==> src/rtl/dcb_pkg.sv <==
package dcb_pkg;

  // Accumulator width: the wider of difference and output, the fraction
  // bits, and two guard bits for the difference-plus-feedback sum.
  function automatic int acc_width(input int diff_w, input int out_w,
                                   input int shift);
    return ((diff_w > out_w) ? diff_w : out_w) + shift + 2;
  endfunction

endpackage

==> src/rtl/dcb_first_diff.sv <==
module dcb_first_diff #(
  parameter int IN_W = 16,
  localparam int DIFF_W = IN_W + 1
) (
  input  logic                     clk,
  input  logic                     rst_n,
  input  logic                     en,
  input  logic [IN_W-1:0]          sample,
  output logic signed [DIFF_W-1:0] diff
);

  logic [IN_W-1:0] prev_q;
  logic [IN_W-1:0] prev_d;

  always_comb begin
    prev_d = prev_q;
    if (en) prev_d = sample;
  end

  always_ff @(posedge clk or negedge rst_n) begin
    if (!rst_n) prev_q <= '0;
    else        prev_q <= prev_d;
  end

  assign diff = $signed({1'b0, sample}) - $signed({1'b0, prev_q});

endmodule

==> src/rtl/dcb_quantizer.sv <==
module dcb_quantizer #(
  parameter int ACC_W = 25,
  parameter int OUT_W = 16,
  parameter int SHIFT = 6,
  localparam int Q_W = ACC_W - SHIFT
) (
  input  logic signed [ACC_W-1:0] acc,
  output logic signed [OUT_W-1:0] y,
  output logic [SHIFT-1:0]        frac
);

  localparam logic signed [Q_W-1:0] QMAX =
    {{(Q_W-OUT_W+1){1'b0}}, {(OUT_W-1){1'b1}}};
  localparam logic signed [Q_W-1:0] QMIN =
    {{(Q_W-OUT_W+1){1'b1}}, {(OUT_W-1){1'b0}}};

  logic signed [Q_W-1:0] q;

  // Dropping the low bits of a two's-complement value floors it.
  assign q    = acc[ACC_W-1:SHIFT];
  assign frac = acc[SHIFT-1:0];

  always_comb begin
    if (q > QMAX)      y = {1'b0, {(OUT_W-1){1'b1}}};
    else if (q < QMIN) y = {1'b1, {(OUT_W-1){1'b0}}};
    else               y = q[OUT_W-1:0];
  end

endmodule

==> src/rtl/dcb_feedback.sv <==
module dcb_feedback #(
  parameter int DIFF_W = 17,
  parameter int OUT_W  = 16,
  parameter int SHIFT  = 6,
  parameter int ACC_W  = 25
) (
  input  logic                     clk,
  input  logic                     rst_n,
  input  logic                     en,
  input  logic signed [DIFF_W-1:0] diff,
  output logic signed [OUT_W-1:0]  y_q
);

  logic [SHIFT-1:0]        e_q;
  logic [SHIFT-1:0]        e_d;
  logic signed [OUT_W-1:0] y_d;
  logic signed [ACC_W-1:0] diff_x;
  logic signed [ACC_W-1:0] y_x;
  logic signed [ACC_W-1:0] e_x;
  logic signed [ACC_W-1:0] acc;
  logic signed [OUT_W-1:0] y_new;
  logic [SHIFT-1:0]        e_new;

  assign diff_x = {{(ACC_W-DIFF_W){diff[DIFF_W-1]}}, diff};
  assign y_x    = {{(ACC_W-OUT_W){y_q[OUT_W-1]}}, y_q};
  assign e_x    = {{(ACC_W-SHIFT){1'b0}}, e_q};

  // p*y = y - y/2^S, exact in the extended scale; the carried fraction
  // is added back so the floor truncation leaves no lasting offset.
  assign acc = (diff_x <<< SHIFT) + (y_x <<< SHIFT) - y_x + e_x;

  dcb_quantizer #(
    .ACC_W (ACC_W),
    .OUT_W (OUT_W),
    .SHIFT (SHIFT)
  ) u_quant (
    .acc  (acc),
    .y    (y_new),
    .frac (e_new)
  );

  always_comb begin
    y_d = y_q;
    e_d = e_q;
    if (en) begin
      y_d = y_new;
      e_d = e_new;
    end
  end

  always_ff @(posedge clk or negedge rst_n) begin
    if (!rst_n) begin
      y_q <= '0;
      e_q <= '0;
    end else begin
      y_q <= y_d;
      e_q <= e_d;
    end
  end

  AST_STATE_HOLD: assert property (@(posedge clk) disable iff (!rst_n)
    !en |=> $stable(y_q) && $stable(e_q));

  AST_ZERO_SETTLES: assert property (@(posedge clk) disable iff (!rst_n)
    (en && diff == '0 && y_q == '0) |=> (y_q == '0));

endmodule

==> src/rtl/dc_block_ef.sv <==
module dc_block_ef #(
  parameter int IN_W  = 16,
  parameter int OUT_W = 16,
  parameter int SHIFT = 6
) (
  input  logic                    clk,
  input  logic                    rst_n,
  input  logic                    in_valid,
  input  logic [IN_W-1:0]         in_sample,
  output logic                    out_valid,
  output logic signed [OUT_W-1:0] out_sample
);

  localparam int DIFF_W = IN_W + 1;
  localparam int ACC_W  = dcb_pkg::acc_width(DIFF_W, OUT_W, SHIFT);

  logic signed [DIFF_W-1:0] diff;
  logic                     valid_d;

  dcb_first_diff #(
    .IN_W (IN_W)
  ) u_diff (
    .clk    (clk),
    .rst_n  (rst_n),
    .en     (in_valid),
    .sample (in_sample),
    .diff   (diff)
  );

  dcb_feedback #(
    .DIFF_W (DIFF_W),
    .OUT_W  (OUT_W),
    .SHIFT  (SHIFT),
    .ACC_W  (ACC_W)
  ) u_loop (
    .clk   (clk),
    .rst_n (rst_n),
    .en    (in_valid),
    .diff  (diff),
    .y_q   (out_sample)
  );

  assign valid_d = in_valid;

  always_ff @(posedge clk or negedge rst_n) begin
    if (!rst_n) out_valid <= 1'b0;
    else        out_valid <= valid_d;
  end

  AST_VALID_LAG: assert property (@(posedge clk) disable iff (!rst_n)
    in_valid |=> out_valid);

  AST_IDLE_LOW: assert property (@(posedge clk) disable iff (!rst_n)
    !in_valid |=> !out_valid);

  AST_HOLD_OUT: assert property (@(posedge clk) disable iff (!rst_n)
    !in_valid |=> $stable(out_sample));

  AST_NO_WRAP: assert property (@(posedge clk) disable iff (!rst_n)
    (in_valid && !diff[DIFF_W-1] && !out_sample[OUT_W-1])
      |=> !out_sample[OUT_W-1]);

endmodule

==> config.mk <==
export PLATFORM = sky130hd
export DESIGN_NAME = dc_block_ef
export DESIGN_NICKNAME = d
export VERILOG_FILES = /design/src/rtl/dcb_pkg.sv /design/src/rtl/dcb_first_diff.sv /design/src/rtl/dcb_quantizer.sv /design/src/rtl/dcb_feedback.sv /design/src/rtl/dc_block_ef.sv
export SDC_FILE = /design/constraint.sdc
export NUM_CORES = 1
export LEC_CHECK = 0
export BUFFER_PORTS_ARGS = -buffer_cell sky130_fd_sc_hd__buf_2
export CAP_MARGIN = 5
export CORE_MARGIN = 10
export CORE_UTILIZATION = 50
export CTS_CLUSTER_SIZE = 10
export DETAILED_ROUTE_END_ITERATION = 10
export PLACE_DENSITY = 0.71
export SYNTH_ARGS = -nofsm -noshare
export SYNTH_HDL_FRONTEND = slang
export SYNTH_HIERARCHICAL = 1
export SYNTH_SLANG_ARGS = --single-unit
export TNS_END_PERCENT = 50
==> constraint.sdc <==
create_clock -name clk -period 4.5 [get_ports clk]
set_input_delay 0.225 -clock clk [delete_from_list [all_inputs] [get_ports clk]]
set_output_delay 0.225 -clock clk [all_outputs]
set_load 0.05 [all_outputs]
Yosys cells after proc, flatten, opt, wreduce, memory -nomap -nowiden
Index checks and enable logic that the tools add are counted.
{ "word_totals": {"wordCells": 12, "in_bits": 19, "reg_bits": 39, "out_inout_bits": 17} }
{ "classes": {"n_mux": 2, "add_sub_neg": 4, "n_lt_le_gt_ge": 2} }
{ "op_table": {"columns": ["op", "n"], "rows": [
  ["two-way mux 16 bit", 2],
  ["adder 25 x 7 -> 25 bit", 1],
  ["subtractor 24 x 16 -> 25 bit", 1],
  ["adder 23 x 22 -> 24 bit", 1],
  ["> comparator 19 x 16 -> 1 bit, second input constant", 1],
  ["less-than comparator 19 x 16 -> 1 bit, second input constant", 1],
  ["subtractor 16 x 16 -> 17 bit", 1]
]} }

Longest topological paths before layout
{ "depth": {"word_depth": 7, "mapped_depth": 24, "ltp_nobuf": 22} }

Modules after synthesis
Netlist, hierarchy kept.
{ "modules_own_cells": {"columns": ["module", "cells_each", "area_each_um2", "instances", "seq_area_each_um2"], "rows": [
  ["dcb_feedback", 292, 2509.9, 1, 550.5],
  ["dcb_first_diff", 182, 1471.4, 1, 400.4],
  ["dcb_quantizer", 62, 419.2, 1, 0.0],
  ["dc_block_ef", 1, 25.0, 1, 25.0]
]} }

Worst setup path before layout
OpenSTA, ideal clock, no wires.
{ "synth_timing": {"kind": "register to register", "from": "register u_diff.prev_q[0]", "to": "register u_loop.y_q[0]", "path_slack_ns": -0.138, "path_buffers": 1, "synth_period_minus_slack_ns": 4.638, "arrival_time_ns": 4.513, "t_required_ns": 4.375, "setup_ns": 0.125, "path_stages_with_launch": 21, "path_cell_list": "dfrtp_1 -> ha_1 -> fa_1 -> nor2b_4 -> o2111a_2 -> o31a_1 -> nor4_1 -> nor3_1 -> inv_1 -> fa_1 -> inv_1 -> ha_1 -> and2_1 -> a221o_1 -> a221o_1 -> a41oi_2 -> xnor2_1 -> buf_2 -> nor4_1 -> nor3_1 -> mux2_2"} }
{ "synth_between": {"elab_chain_len": 7, "elab_cells_between_ends": 8, "classes_between": "4 x add/sub; 2 x order compare; 2 x mux"} }
{ "synth_lines": {"columns": ["element", "line", "text"], "rows": [
  ["start, declared", "dcb_first_diff.sv:12", "logic [IN_W-1:0] prev_q;"],
  ["start signal, assigned", "dcb_first_diff.sv:22", "else prev_q <= prev_d;"],
  ["subtractor 16 x 16 -> 17 bit *", "dcb_first_diff.sv:25", "assign diff = $signed({1'b0, sample}) - $signed({1'b0, prev_q});"],
  ["named net diff[12]", "dc_block_ef.sv:17", "logic signed [DIFF_W-1:0] diff;"],
  ["adder 23 x 22 -> 24 bit *", "dcb_feedback.sv:30", "assign acc = (diff_x <<< SHIFT) + (y_x <<< SHIFT) - y_x + e_x;"],
  ["subtractor 24 x 16 -> 25 bit *", "dcb_feedback.sv:30", null],
  ["adder 25 x 7 -> 25 bit *", "dcb_feedback.sv:30", null],
  ["named net u_loop.acc[23]", "dcb_feedback.sv:20", "logic signed [ACC_W-1:0] acc;"],
  ["less-than comparator 19 x 16 -> 1 bit", "dcb_quantizer.sv:25", "else if (q < QMIN) y = {1'b1, {(OUT_W-1){1'b0}}};"],
  ["two-way mux 16 bit", "dcb_quantizer.sv:25", null],
  ["two-way mux 16 bit *", "dcb_quantizer.sv:24", "if (q > QMAX) y = {1'b0, {(OUT_W-1){1'b1}}};"],
  ["named net u_loop.y_new[0]", "dcb_feedback.sv:21", "logic signed [OUT_W-1:0] y_new;"],
  ["end signal, assigned", "dcb_feedback.sv:56", "y_q <= y_d;"],
  ["end, declared", "dcb_feedback.sv:11", "output logic signed [OUT_W-1:0] y_q"]
]} }
The timed path passes the listed nets; every way through them passes the cells marked *.
A chain may end at the register's enable or synchronous reset.

Final worst setup path
Ends and elaborated chain as after synthesis.

==> metrics.cfg <==
[yosys]
netlist_area_sq_mm=0.00443
synth_area_per_cell_sq_um=8.24
synthFlopType=dfrtp_1
synth.top_cell.area_share_pct=22.1
async_reset_ff_share_pct=100
synth_warnings=6
syn-num-nets=619
synth-edff-count=0
synth_area_leader_cell=dfrtp_1
ys_ff_latch=39
ys_types=58
seq_area_frac_synth_pct=22.1
synth_cells=537
ys_top_cells_by_area=dfrtp_1 (22%), ha_1 (13%), fa_1 (7.7%)

[critical_path]
worst-setup-path-type=reg2reg
end_kind=flop
worstSetupStartpointType=flop
crit_required_ns=4.70
path_cells=ha_4 -> fa_2 -> nor2b_4 -> o2111a_2 -> o31a_1 -> nor4_1 -> nor3_1 -> inv_1 -> fa_1 -> inv_2 -> ha_4 -> and2_4 -> a221o_1 -> a221o_1 -> a41oi_2 -> xnor2_2 -> buf_4 -> buf_6 -> a21boi_0 -> nor3_1 -> mux2_2
reg2reg_to=u_loop/y_q[0]
r2r_start=u_diff/prev_q[0]
arrival_ns=5.04
cpMaxStageDelayCell=fa_1
crit_fanout=7
max_stage_delay_ns=0.53
worstSetupStartpoint=u_diff/prev_q[0]
endpoint=u_loop/y_q[0]
rrSetupSlack_ns=-0.34
r2r.worst_path.cells=21

[sta]
slew-limit-headroom_pct=21.6
tightest_slew_ns=1.18
clock_skew_ns=0.00548
hold_viol=0
holdWs_ns=0.0564
min_period_ns=4.84
drv_slew=0
fin_ws_ns=-0.339
rsz0062_at_grt=true
fmax_mhz=207
final.period_utilization_pct=108
finalSetupViolCount=15

[layout]
fin_nets=694
drive_gt1_share_pct=29.2
diodes=0
area.growth.synth_to_final_pct=24.7
nFillCells=749

[grt]
grt_pass1_wl_um=19900
busiest_layer=met2
use_met1_pct=23.3
grt_max_degree=71
grtUsageMet2_pct=31.0
antenna_found_initial=0
first_global_vias=4162
overflow=0
grt.met3_usage_pct=3.20
grt_use_total_pct=18.2

[floorplan]
num_io_pins=36
initial_utilization_pct=51.0
dieArea_sq_mm=0.0130
die_x_um=114
rows=34
core_sq_mm=0.00868
die_h_um=114

[route]
vias=4119
drt_pre_antenna_iters=5
drc=0
drt-vias-per-instance=5.71
antenna_left=0
drt_first_iter_violations=206
wl_per_cell_um=16.5
drt_wl_total_um=11900

[cts]
clk_path_buf_depth=2
cts_buffers=5
cts_root_buf=clkbuf_8
clk_pin_slew_ns=0.09
cts_sinks=39
cts_tree=done
htreeDepth=2
insertion_delay_ns=0.31

[placement]
hpwl_um=8420
preCtsSetupSlack_ns=-0.312
gp_congestion=0.919
io_buffers=35

[outcome]
violations=negative setup slack
status=finished with violations

[flow_run]
cap_violations=0

[worst_hold_path]
hold_class=in2async

[layer usage]
metal,wire length (um),vias up,share of wire [%]
met5,0,-,0
li1,-,1979,-
met3,602,22,5.1
met4,308,0,2.6
met2,5820,118,49
met1,5170,2000,43
[logic make-up (layout without fill, tap and decap cells)]
group / Yosys count / after routing / share of synthesized area [%]
simple gates: 136 / 136 / 15.4
mux: 8 / 8 / 2.01
buf+inv: 117 / 193 / 11.4
flops: 39 / 39 / 22.1
compound gates: 140 / 140 / 21.7
xor+xnor: 34 / 34 / 6.73
fa+ha+maj: 63 / 63 / 20.7
[critical path, delay by kind of cell, from the launching register on]
| family | cells | cell delay [ns] |
|---|---|---|
| AOI/OAI and AO/OA | 6 | 1.47 |
| buffers and inverters | 4 | 0.45 |
| xor gates and xnor gates | 1 | 0.18 |
| DFF | 1 | 0.42 |
| and+or+nand+nor | 5 | 0.60 |
| adders and majority gates | 4 | 1.36 |
| muxes | 1 | 0.26 |
[worst min path at each step]
stage,start,endpoint,slack (ns),depth (start not counted)
after floorplan,rst_n,out_valid,-0.07,0
after global placement,rst_n,out_valid,0.40,1
after detailed placement,rst_n,out_valid,0.43,1
after CTS,rst_n,u_diff/prev_q[2],0.09,1
after global routing,rst_n,u_diff/prev_q[0],0.13,1
final,rst_n,out_valid,0.06,1
[timing repair]
action | 4_1_cts | 5_1_grt
hold buffers | 0 | 0
cloned | 2 | 0
buffers inserted | 7 | 2
pin swaps | 34 | 14
gates resized for setup | 46 | 33
setup endpoints to repair | 15 | 16
[cells in the final DEF (no fill, tap or decap), types with 5 or more instances in the layout]
cell / synthesis / layout
nor4_2: 0 / 6
nor3_1: 18 / 14
and3_1: 5 / 5
ha_1: 46 / 37
nand3_1: 7 / 6
nor4_1: 18 / 8
ha_4: 0 / 7
inv_1: 88 / 83
a21boi_0: 16 / 5
o211ai_1: 5 / 5
nor2_1: 14 / 14
nand2b_1: 6 / 6
inv_2: 0 / 5
o21ai_1: 5 / 16
buf_4: 7 / 54
clkbuf_8: 0 / 5
a21oi_2: 2 / 8
a21o_1: 8 / 8
o21ai_0: 40 / 28
nand2_1: 48 / 48
nor2b_1: 5 / 5
a21boi_2: 0 / 7
mux2_2: 7 / 7
a21oi_1: 28 / 21
xnor2_1: 23 / 21
buf_2: 5 / 35
dfrtp_1: 39 / 39
fa_1: 17 / 16
xor2_1: 11 / 10
[stage by stage]
stage | TNS [ns] | util (%) | std cells | area [sq um]
floorplan | 0 | - | 537 | 4470
finish | -4.24 | 63.6 | 721 | 5520
detailed placement | -4.30 | 58.1 | 702 | 5040
global route | -6.86 | 63.6 | 721 | 5520
global placement | -2.79 | 58.1 | 702 | 5040
CTS | -3.10 | 61.9 | 719 | 5370
[sequential cells by signal, summed over array words and instances (netlist names)]
name and count:
u_diff/prev_q 16, u_loop/y_q 16, u_loop/e_q 6, out_valid 1
[area by class of cell]
cell class              count  area, sq um  share of cell area (%)
clock buffers               6         72.6                    1.31
clock inverters             2         12.5                   0.227
inverters                  88          330                    5.98
multi-input cells         381         3270                    59.3
flip-flops and latches     39          976                    17.7
well taps                 108          135                    2.45
repair buffers             97          719                    13.0
[cells in the mapped netlist, types with 7 or more instances]
library cell	instances
inv_1	88
nand2_1	48
ha_1	46
o21ai_0	40
dfrtp_1	39
a21oi_1	28
xnor2_1	23
nor3_1	18
nor4_1	18
fa_1	17
a21boi_0	16
nor2_1	14
clkbuf_1	11
xor2_1	11
a21o_1	8
buf_4	7
mux2_2	7
nand3_1	7
Power is left out: the tool's default activity adds up to more than one toggle a clock period on the data nets, which glitch-free logic cannot reach.
